### src/rtl/imc_pkg.sv
package imc_pkg;
    typedef enum logic [1:0] {
        MODE_PASS  = 2'b00,
        MODE_LATCH = 2'b01,
        MODE_REG   = 2'b10,
        MODE_RSVD  = 2'b11
    } cell_mode_e;
endpackage

### src/rtl/imc_cfg.sv
module imc_cfg
    import imc_pkg::*;
#(
    parameter int NCELL  = 20,
    parameter int NGRP   = 5,
    parameter int IDX_W  = 5,
    parameter int GIDX_W = 3
) (
    input  logic                     clk,
    input  logic                     rst_n,
    input  logic                     mode_we,
    input  logic [IDX_W-1:0]         mode_idx,
    input  cell_mode_e               mode_val,
    input  logic                     src_we,
    input  logic [GIDX_W-1:0]        src_grp,
    input  logic                     src_val,
    output cell_mode_e [NCELL-1:0]   mode_o,
    output logic [NGRP-1:0]          src_o
);
    typedef struct packed {
        cell_mode_e [NCELL-1:0] mode;
        logic [NGRP-1:0]        src;
    } cfg_t;

    cfg_t cfg_d, cfg_q;

    always_comb begin
        cfg_d = cfg_q;
        if (mode_we && (32'(mode_idx) < NCELL)) begin
            cfg_d.mode[mode_idx] = mode_val;
        end
        if (src_we && (32'(src_grp) < NGRP)) begin
            cfg_d.src[src_grp] = src_val;
        end
    end

    always_ff @(posedge clk or negedge rst_n) begin
        if (!rst_n) begin
            cfg_q <= '0;
        end else begin
            cfg_q <= cfg_d;
        end
    end

    assign mode_o = cfg_q.mode;
    assign src_o  = cfg_q.src;

    AST_MODE_HOLD_NO_WE: assert property (@(posedge clk) disable iff (!rst_n)
        !mode_we |=> $stable(mode_o));
    AST_MODE_BAD_IDX: assert property (@(posedge clk) disable iff (!rst_n)
        (mode_we && (32'(mode_idx) >= NCELL)) |=> $stable(mode_o));
    AST_SRC_HOLD_NO_WE: assert property (@(posedge clk) disable iff (!rst_n)
        !src_we |=> $stable(src_o));
endmodule

### src/rtl/imc_group.sv
module imc_group
    import imc_pkg::*;
#(
    parameter int GW = 4
) (
    input  logic                  clk,
    input  logic                  rst_n,
    input  logic [GW-1:0]         pin,
    input  cell_mode_e [GW-1:0]   mode,
    input  logic                  src,
    input  logic                  pt,
    input  logic                  strobe,
    output logic [GW-1:0]         out
);
    typedef struct packed {
        logic          prev;
        logic [GW-1:0] held;
    } grp_t;

    grp_t st_d, st_q;
    logic ctl;
    logic rise;

    assign ctl  = src ? strobe : pt;
    assign rise = ctl && !st_q.prev;

    always_comb begin
        st_d      = st_q;
        st_d.prev = ctl;
        out       = pin;
        for (int i = 0; i < GW; i++) begin
            case (mode[i])
                MODE_LATCH: begin
                    if (ctl) st_d.held[i] = pin[i];
                    out[i] = ctl ? pin[i] : st_q.held[i];
                end
                MODE_REG: begin
                    if (rise) st_d.held[i] = pin[i];
                    out[i] = st_q.held[i];
                end
                default: out[i] = pin[i];
            endcase
        end
    end

    always_ff @(posedge clk or negedge rst_n) begin
        if (!rst_n) begin
            st_q <= '0;
        end else begin
            st_q <= st_d;
        end
    end

    for (genvar i = 0; i < GW; i++) begin : g_chk
        AST_REG_CAPTURE: assert property (@(posedge clk) disable iff (!rst_n)
            (mode[i] == MODE_REG && ctl && !st_q.prev) |=> st_q.held[i] == $past(pin[i]));
        AST_REG_HOLD: assert property (@(posedge clk) disable iff (!rst_n)
            (mode[i] == MODE_REG && !(ctl && !st_q.prev)) |=> $stable(st_q.held[i]));
        AST_LATCH_CLOSED: assert property (@(posedge clk) disable iff (!rst_n)
            (mode[i] == MODE_LATCH && !ctl) |=> $stable(st_q.held[i]));
    end
endmodule

### src/rtl/pin_capture_array.sv
module pin_capture_array
    import imc_pkg::*;
#(
    parameter int PW  = 8,
    parameter int PCW = 4,
    parameter int GW  = 4,
    localparam int NCELL  = 2*PW + PCW,
    localparam int NGRP   = NCELL / GW,
    localparam int IDX_W  = $clog2(NCELL),
    localparam int GIDX_W = $clog2(NGRP)
) (
    input  logic              clk,
    input  logic              rst_n,
    input  logic [PW-1:0]     pin_a,
    input  logic [PW-1:0]     pin_b,
    input  logic [PCW-1:0]    pin_c,
    input  logic [NGRP-1:0]   pt_term,
    input  logic              addr_strobe,
    input  logic              mode_we,
    input  logic [IDX_W-1:0]  mode_idx,
    input  logic [1:0]        mode_val,
    input  logic              src_we,
    input  logic [GIDX_W-1:0] src_grp,
    input  logic              src_val,
    output logic [NCELL-1:0]  cell_bus,
    input  logic [1:0]        rd_sel,
    output logic [PW-1:0]     rd_data
);
    localparam int B_LO = PW;
    localparam int C_LO = 2*PW;

    logic [NCELL-1:0]       pins;
    cell_mode_e [NCELL-1:0] modes;
    logic [NGRP-1:0]        srcs;

    assign pins = {pin_c, pin_b, pin_a};

    imc_cfg #(
        .NCELL(NCELL), .NGRP(NGRP), .IDX_W(IDX_W), .GIDX_W(GIDX_W)
    ) i_cfg (
        .clk      (clk),
        .rst_n    (rst_n),
        .mode_we  (mode_we),
        .mode_idx (mode_idx),
        .mode_val (cell_mode_e'(mode_val)),
        .src_we   (src_we),
        .src_grp  (src_grp),
        .src_val  (src_val),
        .mode_o   (modes),
        .src_o    (srcs)
    );

    for (genvar g = 0; g < NGRP; g++) begin : g_grp
        imc_group #(.GW(GW)) i_grp (
            .clk    (clk),
            .rst_n  (rst_n),
            .pin    (pins[g*GW +: GW]),
            .mode   (modes[g*GW +: GW]),
            .src    (srcs[g]),
            .pt     (pt_term[g]),
            .strobe (addr_strobe),
            .out    (cell_bus[g*GW +: GW])
        );
    end

    always_comb begin
        case (rd_sel)
            2'b00:   rd_data = cell_bus[PW-1:0];
            2'b01:   rd_data = cell_bus[B_LO +: PW];
            2'b10:   rd_data = {{(PW-PCW){1'b0}}, cell_bus[C_LO +: PCW]};
            default: rd_data = '0;
        endcase
    end

    AST_RD_C_UPPER_ZERO: assert property (@(posedge clk) disable iff (!rst_n)
        (rd_sel == 2'b10) |-> rd_data[PW-1:PCW] == '0);
    AST_RD_UNUSED_ZERO: assert property (@(posedge clk) disable iff (!rst_n)
        (rd_sel == 2'b11) |-> rd_data == '0);
endmodule

### config.mk
export PLATFORM = sky130hd
export DESIGN_NAME = pin_capture_array
export DESIGN_NICKNAME = d
export VERILOG_FILES = /design/src/rtl/imc_pkg.sv /design/src/rtl/imc_cfg.sv /design/src/rtl/imc_group.sv /design/src/rtl/pin_capture_array.sv
export SDC_FILE = /design/constraint.sdc
export NUM_CORES = 1
export LEC_CHECK = 0
export BUFFER_PORTS_ARGS = -buffer_cell sky130_fd_sc_hd__buf_2
export CORE_MARGIN = 1
export CORE_UTILIZATION = 60
export CTS_BUF_LIST = sky130_fd_sc_hd__clkbuf_8
export DETAILED_ROUTE_END_ITERATION = 6
export PLACE_DENSITY = 0.91
export SLEW_MARGIN = 20
export SYNTH_ARGS = -nofsm -noshare
export SYNTH_HDL_FRONTEND = slang
export SYNTH_HIERARCHICAL = 1
export SYNTH_SLANG_ARGS = --single-unit
### constraint.sdc
create_clock -name clk -period 2.3 [get_ports clk]
set_input_delay 0.345 -clock clk [delete_from_list [all_inputs] [get_ports clk]]
set_output_delay 0.345 -clock clk [all_outputs]
set_load 0.02 [all_outputs]
==> flow_metrics.env <==
export IMPL_critPathLaunchType="register"
export IMPL_dr_pass1_iters=4
export IMPL_relSlewSlack=0.611
export IMPL_num_antenna_cells=0
export IMPL_grt_use_met2=0.485
export IMPL_drt_iter0_markers=154
export IMPL_clkTransAtPathRegs_ns=0.08
export IMPL_synth_flop_cell="dfrtp_1"
export IMPL_violations="negative setup slack"
export IMPL_fin_skew_ns=0.0107
export IMPL_grt_setup_unrepaired="yes"
export IMPL_gp_congestion=0.817
export IMPL_endpoint_kind="output port"
export IMPL_yosysWarnings=6
export IMPL_grt_usage=0.272
export IMPL_htreeDepth=3
export IMPL_dieArea_sq_um=8270
export IMPL_routedWlPerCell_um=17.1
export IMPL_final_seq_area_sq_um=1750
export IMPL_tightest_slew_ns=0.583
export IMPL_yosys_cell_types_count=35
export IMPL_fp_dieH_um=91.0
export IMPL_final_setup_viol_count=8
export IMPL_grt_antenna_before_repair=0
export IMPL_drv_cap=0
export IMPL_ant_nets=0
export IMPL_crit_fanout=6
export IMPL_syn_nets=514
export IMPL_core_area_sq_um=7690
export IMPL_fin_nets=605
export IMPL_r2r_cells=4
export IMPL_crit_type="reg -> out"
export IMPL_hold_violations=0
export IMPL_netSwitchingPower_uw=1970
export IMPL_fin_ws_ns=-0.0763
export IMPL_clk_latency_ns=0.35
export IMPL_grt_pass1_vias=3827
export IMPL_fillers=515
export IMPL_grt_busiest_layer="met2"
export IMPL_power_frac_seq=0.349
export IMPL_overflow=0
export IMPL_critPathRequiredTime_ns=1.96
export IMPL_rows=32
export IMPL_grt_pass1_wl_um=17600
export IMPL_place_ws_ns=0.0823
export IMPL_grt_met1_usage=0.314
export IMPL_portBuffers=70
export IMPL_wl_um=10800
export IMPL_ctsRootBufferMaster="clkbuf_8"
export IMPL_synth_edff_count=0
export IMPL_slew_viol_final=0
export IMPL_swShare=0.381
export IMPL_async_reset_ff_frac=1.00
export IMPL_start_util=0.618
export IMPL_drive_above_1_share=0.425
export IMPL_cts_tree="done"
export IMPL_numCtsBuffers=9
export IMPL_yosysSeqAreaShare=0.369
export IMPL_netlist_instances=431
export IMPL_viasPerCell=5.73
export IMPL_power_frac_clock=0.210
export IMPL_hold_depth=3
export IMPL_synth_area_sq_um=4750
export IMPL_met3_usage=0.0427
export IMPL_io_pin_count=71
export IMPL_fmax_mhz=421
export IMPL_outcome="finished with violations"
export IMPL_fin_worst_hold_slack_ns=0.260
export IMPL_fin_crit_ns=2.38
export IMPL_pwr_share_comb=0.441
export IMPL_die_x_um=91.0
export IMPL_grt_max_degree=34
export IMPL_dp_hpwl_um=7990
export IMPL_clock_sinks=70
export IMPL_drc_errors=0
export IMPL_hold_class="in -> reg"
export IMPL_syn_area_per_cell_sq_um=11.0
export IMPL_worstPathArrival_ns=2.03
export IMPL_vdd_ir_drop_worst_v=0.000415
export IMPL_p_per_area_nw_per_um2=926
export IMPL_intPower_uw=3200
export IMPL_layout_worst_path_cycle_share=1.03
export IMPL_multi_input_area_sq_um=2710
export IMPL_synthToLayoutAreaGrowth_pct=17.6
export IMPL_p_leak_uw=0.00262
export IMPL_cts_buffer_depth=2
export IMPL_vias=3607
export IMPL_ys_ff_latch=70
## critical path, stage by stage (launching register included)
cell	delay, ns
dfrtp_1	0.40
mux2i_4	0.35
a21oi_1	0.13
o32ai_2	0.31
mux2i_1	0.13
o2bb2ai_1	0.20
buf_4	0.18
## state kept, by name, indices dropped and copies added, names as in the netlist
signal / flops
g_grp.i_grp/st_q: 25
i_cfg/mode_o: 40
i_cfg/src_o: 5
## power by group through the flow
stage / registers [uW] / logic, uW / clock network, uW
after detailed placement: 1820 / 2170 / 0
after CTS: 1810 / 2240 / 1100
after global routing: 1850 / 2470 / 1160
after global placement: 1810 / 2050 / 0
after floorplan: 1760 / 1650 / 0
final: 1810 / 2280 / 1080
## per-layer routing
metal / up-vias / wire, um
met2: 90 / 5640
li1: 1684 / -
met3: 34 / 450
met5: - / 0
met1: 1799 / 4290
met4: 0 / 385
## final timing paths
kind,startpoint,endpoint,slack (ns)
worst min register to register,g_grp[0].i_grp/st_q[1],g_grp[0].i_grp/st_q[1],0.52
worst max-delay path,i_cfg/src_o[2],rd_data[2],-0.08
max in group asynchronous,rst_n,g_grp[4].i_grp/st_q[2],1.13
worst min-delay path,pin_a[4],g_grp[1].i_grp/st_q[0],0.26
worst max register to register,i_cfg/src_o[1],g_grp[1].i_grp/st_q[1],0.82
min in group asynchronous,rst_n,g_grp[3].i_grp/st_q[2],0.52
## placed cells by master, fill, tap and decap left out, types with 2 or more instances in the layout
cell	Yosys	routed
inv_1	70	70
nor3b_2	4	4
nor3b_1	2	2
buf_4	1	19
o2bb2ai_1	4	4
nand2_1	17	17
mux2i_4	5	5
mux2_1	2	2
nor2_1	21	21
mux2i_1	23	23
clkinv_2	0	2
nand2b_1	11	11
buf_2	0	65
clkbuf_8	0	13
a22oi_1	5	5
nor3_1	2	2
a21oi_1	15	10
dfrtp_1	70	70
nand3_1	17	16
o32ai_2	15	15
mux2_4	7	7
a211oi_2	15	15
nor2b_1	5	5
ha_1	40	40
inv_2	5	5
a21oi_2	20	25
mux2_2	41	41
## through the flow
stage | TNS, ns | area, sq um | instances | power, uW | util
final | -0.339 | 5580 | 629 | 5170 | 0.726
after global routing | -1.19 | 5580 | 629 | 5470 | 0.726
after CTS | -0.299 | 5550 | 626 | 5150 | 0.722
after detailed placement | 0 | 5220 | 599 | 3990 | 0.679
after global placement | 0 | 5220 | 599 | 3860 | 0.679
after floorplan | 0 | 4750 | 431 | 3410 | -
## layout make-up
type | instances | share of cell area
clock buffers | 13 | 0.0320
clock inverters | 3 | 0.00717
inverters | 75 | 0.0504
multi-input cells | 280 | 0.485
flip-flops and latches | 70 | 0.314
well taps | 102 | 0.0229
repair buffers | 86 | 0.0892
## cells in the mapped netlist, types with 2 or more instances
cell type  count  share of area
mux2i_4        5          0.024
nand2_1       17          0.013
a211oi_2      15          0.040
mux2i_1       23          0.048
mux2_4         7          0.022
a21oi_2       20          0.037
mux2_1         2         0.0047
nor3b_1        2         0.0032
nor3b_2        4          0.011
mux2_2        41          0.097
a22oi_1        5         0.0079
inv_1         70          0.055
nand2b_1      11          0.014
inv_2          5         0.0040
o2bb2ai_1      4         0.0074
nor2_1        21          0.017
ha_1          40           0.11
nand3_1       17          0.018
dfrtp_1       70           0.37
clkbuf_1       4         0.0032
nor3_1         2         0.0021
a21oi_1       15          0.016
nor2b_1        5         0.0066
o32ai_2       15          0.051
## repair_timing
action | 4_1_cts | 5_1_grt
pin swaps | 4 | 6
endpoints found under the setup margin | 8 | 8
hold endpoints to repair | 12 | 0
gates resized for setup | 8 | 3
setup buffers | 10 | 3
hold buffers | 1 | 0
## kinds of logic (layout without fill, tap and decap cells)
group | count (synthesis) | in the layout | synth area share
compound gates | 74 | 74 | 0.159
mux | 78 | 78 | 0.196
buf+inv | 81 | 177 | 0.0664
flops | 70 | 70 | 0.369
simple gates | 88 | 88 | 0.104
fa+ha+maj | 40 | 40 | 0.105
(Power assumes the default switching activity.)
